File: config.mk
export PLATFORM = sky130hd
export DESIGN_NAME = slope_limiter
export DESIGN_NICKNAME = d
export VERILOG_FILES = /design/src/rtl/slope_lim_pkg.sv /design/src/rtl/bw_select.sv /design/src/rtl/sym_clamp.sv /design/src/rtl/slope_limiter.sv
export SDC_FILE = /design/constraint.sdc
export NUM_CORES = 1
export LEC_CHECK = 0
export ABC_AREA = 0
export CORE_MARGIN = 1
export CORE_UTILIZATION = 53
export CTS_CLUSTER_DIAMETER = 100
export DETAILED_ROUTE_END_ITERATION = 7
export PLACE_DENSITY = 0.83
export SYNTH_ARGS = -nofsm -noshare
export SYNTH_HDL_FRONTEND = slang
export SYNTH_HIERARCHICAL = 1
export SYNTH_SLANG_ARGS = --single-unit
File: constraint.sdc
create_clock -name clk_i -period 0.8 [get_ports clk_i]
set_input_delay 0.12 -clock clk_i [delete_from_list [all_inputs] [get_ports clk_i]]
set_output_delay 0.12 -clock clk_i [all_outputs]
set_load 0.05 [all_outputs]
File: src/rtl/slope_lim_pkg.sv
package slope_lim_pkg;
  typedef enum logic [1:0] {
    COEF_NARROW = 2'd0,
    COEF_MID    = 2'd1,
    COEF_WIDE   = 2'd2
  } coef_sel_e;

  localparam logic [2:0] REF_8K      = 3'd0;
  localparam logic [2:0] REF_MHZ_LO  = 3'd1;
  localparam logic [2:0] REF_MHZ_HI  = 3'd4;
endpackage

File: src/rtl/bw_select.sv
module bw_select
  import slope_lim_pkg::*;
(
  input  logic       bw_wide_i,
  input  logic [2:0] ref_class_i,
  output coef_sel_e  coef_o,
  output logic       fast_slope_o
);
  always_comb begin
    coef_o       = COEF_NARROW;
    fast_slope_o = 1'b0;
    if (bw_wide_i) begin
      if (ref_class_i == REF_8K) begin
        coef_o       = COEF_MID;
        fast_slope_o = 1'b1;
      end else if (ref_class_i >= REF_MHZ_LO && ref_class_i <= REF_MHZ_HI) begin
        coef_o       = COEF_WIDE;
        fast_slope_o = 1'b1;
      end
    end
  end
endmodule

File: src/rtl/sym_clamp.sv
module sym_clamp #(
  parameter int ERR_W = 16
) (
  input  logic signed [ERR_W-1:0] err_i,
  input  logic signed [ERR_W-1:0] step_i,
  output logic signed [ERR_W-1:0] lim_o
);
  logic signed [ERR_W-1:0] neg_step;
  assign neg_step = -step_i;

  always_comb begin
    if (err_i > step_i)         lim_o = step_i;
    else if (err_i < neg_step)  lim_o = neg_step;
    else                        lim_o = err_i;
  end
endmodule

File: src/rtl/slope_limiter.sv
module slope_limiter
  import slope_lim_pkg::*;
#(
  parameter int ERR_W       = 16,
  parameter int NARROW_STEP = 3,
  parameter int WIDE_STEP   = 500
) (
  input  logic                    clk_i,
  input  logic                    rst_ni,
  input  logic                    tick_i,
  input  logic signed [ERR_W-1:0] err_i,
  input  logic                    bw_wide_i,
  input  logic [2:0]              ref_class_i,
  output logic                    valid_o,
  output logic signed [ERR_W-1:0] lim_err_o,
  output logic signed [ERR_W-1:0] err_tap_o,
  output logic [1:0]              coef_sel_o
);
  localparam logic signed [ERR_W-1:0] NARROW_S = ERR_W'(NARROW_STEP);
  localparam logic signed [ERR_W-1:0] WIDE_S   = ERR_W'(WIDE_STEP);

  coef_sel_e               coef_d;
  logic                    fast_slope;
  logic signed [ERR_W-1:0] step_d;
  logic signed [ERR_W-1:0] lim_d;

  bw_select i_bw_select (
    .bw_wide_i   (bw_wide_i),
    .ref_class_i (ref_class_i),
    .coef_o      (coef_d),
    .fast_slope_o(fast_slope)
  );

  assign step_d = fast_slope ? WIDE_S : NARROW_S;

  sym_clamp #(.ERR_W(ERR_W)) i_sym_clamp (
    .err_i (err_i),
    .step_i(step_d),
    .lim_o (lim_d)
  );

  always_ff @(posedge clk_i or negedge rst_ni) begin
    if (!rst_ni) begin
      valid_o    <= 1'b0;
      lim_err_o  <= '0;
      err_tap_o  <= '0;
      coef_sel_o <= COEF_NARROW;
    end else begin
      valid_o <= tick_i;
      if (tick_i) begin
        lim_err_o  <= lim_d;
        err_tap_o  <= err_i;
        coef_sel_o <= coef_d;
      end
    end
  end

  AST_VALID_LATENCY: assert property (@(posedge clk_i) disable iff (!rst_ni)
    valid_o == $past(tick_i));
  AST_HOLD_IDLE: assert property (@(posedge clk_i) disable iff (!rst_ni)
    !valid_o |-> $stable(lim_err_o) && $stable(coef_sel_o));
  AST_NARROW_BOUND: assert property (@(posedge clk_i) disable iff (!rst_ni)
    (coef_sel_o == COEF_NARROW) |-> (lim_err_o <= NARROW_S && lim_err_o >= -NARROW_S));
  AST_WIDE_BOUND: assert property (@(posedge clk_i) disable iff (!rst_ni)
    (coef_sel_o != COEF_NARROW) |-> (lim_err_o <= WIDE_S && lim_err_o >= -WIDE_S));
  AST_CODE_LEGAL: assert property (@(posedge clk_i) disable iff (!rst_ni)
    coef_sel_o != 2'd3);
  AST_TAP_PASS: assert property (@(posedge clk_i) disable iff (!rst_ni)
    (valid_o && err_tap_o <= NARROW_S && err_tap_o >= -NARROW_S) |-> lim_err_o == err_tap_o);
endmodule

==> metrics.txt, run 1 <==
synth warn=6; starting density of the core=0.5615; synth unique cells=48; top-count cell post-synth=dfrtp_1; cell taking the most area after synthesis=dfrtp_1; Die Width=76.26 um; register area share after synthesis=0.2997; FF+latch count, synth=35; CTS sink cnt=35; Primary FF master, synth=dfrtp_1; EDFF count, synth=0; error msg=[ERROR DPL-0038] Utilization greater than 100%, impossible to legalize; Clock Path Buffers=2; # IOs=58; post-GRT worst EP=lim_err_o[8]$_DFFE_PN0P_/D; pin count of the biggest net entering global routing=36; Std-Cell Rows=26; post-synthesis cell area=2923 um2; RePlAce Congestion=0.8689; commonest cells in the netlist=dfrtp_1, ha_1, mux2_4; Last stage=global routing; Num CTS Buffers=5; Port-buffer cells=57; Synth top area share=0.2997; Max H-tree Level=2; status=aborted with a tool error; Worst EP kind=register data pin; CTS root buf=clkbuf_8; Post-Syn Area per Cell=10.55 um2; Die Y=76.26 um; async set-reset flop share out of synthesis=1.000; ranking of synthesized cells by area=dfrtp_1, mux2_4, ha_1; gate count of the mapped netlist=277; DPL Wire Length=6460 um
-- through the flow --
stage / cells / cell area, um2 / setup slack, ns
after global placement: 478 / 4474 / -3.381
after CTS: 512 / 4938 / -2.947
after detailed placement: 478 / 4474 / -3.638
after floorplan: 299 / 3082 / -2.924
-- cells by family after synthesis --
| family | synth area share |
|---|---|
| adders and majority gates | 0.1370 |
| other | 0.001283 |
| xor gates and xnor gates | 0.05394 |
| muxes | 0.2183 |
| and+or+nand+nor | 0.1199 |
| DFF | 0.2997 |
| AOI/OAI and AO/OA | 0.1070 |
| buffers and inverters | 0.06293 |
-- repair_timing --
action / 4_1_cts
pin swaps: 19
gates cloned: 2
endpoints found under the hold margin: 35
hold buffers: 1
resized for setup: 60
setup buffers: 24
setup endpoints to repair: 69
==> inputs of run 2 (changes only) <==
--- a/config.mk
+++ b/config.mk
@@ -7,10 +7,9 @@
 export LEC_CHECK = 0
 export ABC_AREA = 0
 export CORE_MARGIN = 1
-export CORE_UTILIZATION = 53
-export CTS_CLUSTER_DIAMETER = 100
+export CORE_UTILIZATION = 40
 export DETAILED_ROUTE_END_ITERATION = 7
-export PLACE_DENSITY = 0.83
+export PLACE_DENSITY_LB_ADDON = 0.15
 export SYNTH_ARGS = -nofsm -noshare
 export SYNTH_HDL_FRONTEND = slang
 export SYNTH_HIERARCHICAL = 1
==> metrics.txt, run 2 <==
Final Total Pwr=0.008614 W; Synth top area share=0.2997 (unchanged); DPL Wire Length=5737 um (was 6460 um); Primary FF master, synth=dfrtp_1 (unchanged); initial drt markers=113; Achievable Freq=0.2679 GHz; die area=7653 um2; most frequent cells in the layout=buf_4, buf_12, mux2_4; EDFF count, synth=0 (unchanged); DP Area=4544 um2 (was 4474 um2); Final Max Tran Viols=0; Layout Cells excl Fill=545; Max H-tree Level=2 (unchanged); Fill cells=473; Clock Path Buffers=2 (unchanged); starting density of the core=0.4209 (was 0.5615); fin nets=503; post-synthesis cell area=2923 um2 (unchanged); clock skew=0 ns; min cycle time layout=3.733 ns; Std-Cell Rows=30 (was 26); CP Class=in -> reg; antenna diode count=0; gate count of the mapped netlist=277 (unchanged); pin count of the biggest net entering global routing=36; number of max-cap violations=0; async set-reset flop share out of synthesis=1.000 (unchanged); synth warn=6 (unchanged); ranking of synthesized cells by area=dfrtp_1, mux2_4, ha_1 (unchanged); failing checks=setup timing; top flop regs=err_tap_o (16), lim_err_o (16), coef_sel_o (2); peak supply drop=1286 uV; CTS root buf=clkbuf_8 (unchanged); vias in the first global route=2773; commonest cells in the netlist=dfrtp_1, ha_1, mux2_4 (unchanged); Die Width=87.48 um (was 76.26 um); delay-heaviest family, CP=simple AND/OR/NAND/NOR gates; CP Launch Type=input pin; crit-path max cell delay=0.56 ns; CP Cell Sequence=buf_8 -> o21ai_4 -> and2_4 -> buf_6 -> clkinvlp_4 -> or4_4 -> nor3_4 -> nand3_2 -> xnor2_4 -> ha_4 -> a211oi_2 -> o22ai_1 -> nor2_1 -> and3b_4 -> xnor2_4 -> buf_6 -> mux2i_2 -> o22ai_1 -> mux2_4; Vias per Instance=4.901; Routed WL=7962 um; register area share after synthesis=0.2997 (unchanged); CP Buf/Inv Count=4; fraction of layout instances using a drive strength above 1=0.5189; design area=5055 um2; Area growth, synth to finish=72.95%; Port-buffer cells=57 (unchanged); Die Y=87.48 um (was 76.26 um); Overall Global Routing Usage=0.2233; Setup crit end kind=flop; synth unique cells=48 (unchanged); DRC viols=0; Pwr Density=1704 nW/um2; dpl ws=-3.660 ns (was -3.638 ns); initial antenna violation count=0; status=complete, but fails checks (was aborted with a tool error); # IOs=58 (unchanged); Final Cycle Share=4.666; CP max-delay cell=or4_4; CTS sink cnt=35 (unchanged); final core utilization=0.7279; CP arrival=3.91 ns; Post-Syn Area per Cell=10.55 um2 (unchanged); Final setup viols=69; CTS tree=built; Placeable Area=6944 um2; placed cell count=509 (was 478); Num CTS Buffers=5 (unchanged); Vias=2671; cell taking the most area after synthesis=dfrtp_1 (unchanged); most common cell after layout, fill and taps aside=buf_4; FF+latch count, synth=35 (unchanged); CP required=0.98 ns; Fin. Hold Viols=0; DR pass1 iterations=4; RePlAce Congestion=0.9011 (was 0.8689); Detail Route Antenna Nets=0; total congestion overflow=0; unrepaired setup endpoints after global routing=true; CTS clock-pin slew for the worst setup and hold paths=0.07 ns; setup ws final=-2.933 ns; WL/cell=14.61 um; clock latency on the worst-skew pair=0.29 ns; crit path max fanout=6; HP Class=in -> reg; leakage power total=2.377 nW; first-pass GRT wire length=13130 um; top-count cell post-synth=dfrtp_1 (unchanged)
==> run 2: final timing paths <==
path,start,endpoint,slack (ns),cells past startpoint
hold / removal,tick_i,valid_o$_DFF_PN0_,0.18,2
min in group asynchronous,rst_ni,err_tap_o[3]$_DFFE_PN0P_,0.31,3
setup reg to reg,lim_err_o[9]$_DFFE_PN0P_,lim_err_o[9]$_DFFE_PN0P_,-0.13,2
max in group asynchronous,rst_ni,err_tap_o[12]$_DFFE_PN0P_,0.29,3
hold reg to reg,lim_err_o[15]$_DFFE_PN0P_,lim_err_o[15]$_DFFE_PN0P_,0.54,1
setup / recovery,ref_class_i[1],lim_err_o[12]$_DFFE_PN0P_,-2.93,19
==> run 2: kinds of logic after synthesis <==
family          share of synthesized area
xor+xnor                          0.05394
compound gates                     0.1070
buf+inv                           0.06293
flops                              0.2997
fa+ha+maj                          0.1370
simple gates                       0.1199
other cells                      0.001283
mux                                0.2183
==> run 2: per-layer routing <==
| layer | global-route usage | part of all wire | vias to the layer above |
|---|---|---|---|
| li1 | - | - | 1328 |
| met1 | 0.2671 | 0.44 | 1277 |
| met2 | 0.4091 | 0.52 | 55 |
| met3 | 0.03128 | 0.029 | 11 |
| met4 | 0.07154 | 0.018 | 0 |
| met5 | 0 | 0 | - |
==> run 2: area by class of cell <==
class / instances / area (um2) / area share
inverter: 21 / 82.58 / 0.01634
sequential: 35 / 898.4 / 0.1777
timing repair buffer: 151 / 1733 / 0.3428
multi-input combinational: 234 / 2140 / 0.4233
clock buffer: 7 / 76.32 / 0.01510
tap: 96 / 120.1 / 0.02376
clock inverter: 1 / 5.005 / 0.0009901
==> run 2: worst reg2reg max path, cell delays in order, from the launching register on <==
cell and delay, ns:
dfrtp_1 0.41, buf_4 0.15, mux2_4 0.26
==> run 2: metrics by stage <==
stage / setup TNS [ns] / hold WS (ns)
6_report: -53.79 / 0.1811
5_1_grt: -57.03 / 0.1832
4_1_cts: -53.72 / 0.1758
3_5_place_dp: -63.60 / 0.09896
3_3_place_gp: -59.93 / 0.09690
2_1_floorplan: -47.22 / -0.1756
==> run 2: what timing repair did <==
action                     CTS  global route
hold buffers                 1             0
setup endpoints to repair   69            69
gates cloned                 2             0
hold endpoints to repair    35             0
setup buffers               20             7
pin swaps                   19            16
resized for setup           54            17
==> run 2: power by group <==
part / switching (W) / internal (W) / leakage [nW] / total (W)
Clock: 0.000690 / 0.000612 / 0.0422 / 0.00130
Combinational: 0.00228 / 0.00270 / 1.94 / 0.00498
Sequential: 0.000279 / 0.00206 / 0.398 / 0.00233
Total: 0.00325 / 0.00537 / 2.38 / 0.00861
Power figures use the tool's default switching activity.
==> inputs of run 3 (changes only) <==
--- a/config.mk
+++ b/config.mk
@@ -6,7 +6,6 @@
 export NUM_CORES = 1
 export LEC_CHECK = 0
 export ABC_AREA = 0
-export CORE_MARGIN = 1
 export CORE_UTILIZATION = 40
 export DETAILED_ROUTE_END_ITERATION = 7
 export PLACE_DENSITY_LB_ADDON = 0.15
==> results of run 3 <==
No change in the layout: final DEF, timing and power equal those of run 2.
==> inputs of run 4 (changes only) <==
--- a/config.mk
+++ b/config.mk
@@ -6,6 +6,8 @@
 export NUM_CORES = 1
 export LEC_CHECK = 0
 export ABC_AREA = 0
+export CELL_PAD_IN_SITES_DETAIL_PLACEMENT = 1
+export CELL_PAD_IN_SITES_GLOBAL_PLACEMENT = 1
 export CORE_UTILIZATION = 40
 export DETAILED_ROUTE_END_ITERATION = 7
 export PLACE_DENSITY_LB_ADDON = 0.15
==> metrics.txt, run 4 <==
starting density of the core=0.4209 (unchanged); post-GRT worst EP=lim_err_o[9]$_DFFE_PN0P_/D; error msg=[ERROR DPL-0033] detailed placement checks failed during check placement.; top-count cell post-synth=dfrtp_1 (unchanged); cell taking the most area after synthesis=dfrtp_1 (unchanged); Synth top area share=0.2997 (unchanged); RePlAce Congestion=0.8488 (was 0.9011); Num CTS Buffers=5 (unchanged); placed cell count=512 (was 509); CTS root buf=clkbuf_8 (unchanged); Port-buffer cells=57 (unchanged); dpl ws=-3.700 ns (was -3.660 ns); status=aborted with a tool error (was complete, but fails checks); Clock Path Buffers=2 (unchanged); Die Width=87.48 um (unchanged); Worst EP kind=register data pin; register area share after synthesis=0.2997 (unchanged); ranking of synthesized cells by area=dfrtp_1, mux2_4, ha_1 (unchanged); synth unique cells=48 (unchanged); Std-Cell Rows=30 (unchanged); async set-reset flop share out of synthesis=1.000 (unchanged); Primary FF master, synth=dfrtp_1 (unchanged); pin count of the biggest net entering global routing=36; initial antenna violation count=2; Last stage=global routing; Max H-tree Level=2 (unchanged); synth warn=6 (unchanged); DPL Wire Length=7850 um (was 5737 um); # IOs=58 (unchanged); commonest cells in the netlist=dfrtp_1, ha_1, mux2_4 (unchanged); CTS sink cnt=35 (unchanged); EDFF count, synth=0 (unchanged); Post-Syn Area per Cell=10.55 um2 (unchanged); Die Y=87.48 um (unchanged); FF+latch count, synth=35 (unchanged); gate count of the mapped netlist=277 (unchanged); post-synthesis cell area=2923 um2 (unchanged)
-- run 4: kinds of logic after synthesis --
logic type | synth area share
AO/OA/AOI/OAI | 0.1070
XOR/XNOR | 0.05394
other | 0.001283
multiplexers | 0.2183
buffers and inverters | 0.06293
flip-flops | 0.2997
adder cells (fa/ha/maj) | 0.1370
AND/OR/NAND/NOR | 0.1199
-- run 4: stage by stage --
step	instance area (um2)	utilization	TNS [ns]
2_1_floorplan	3082	-	-47.22
3_3_place_gp	4604	0.6631	-60.65
3_5_place_dp	4604	0.6631	-64.24
4_1_cts	5061	0.7288	-53.96
-- run 4: timing repair --
item,CTS
setup buffers,22
setup endpoints to repair,68
hold buffers,1
resized for setup,58
pin swaps,18
endpoints found under the hold margin,35
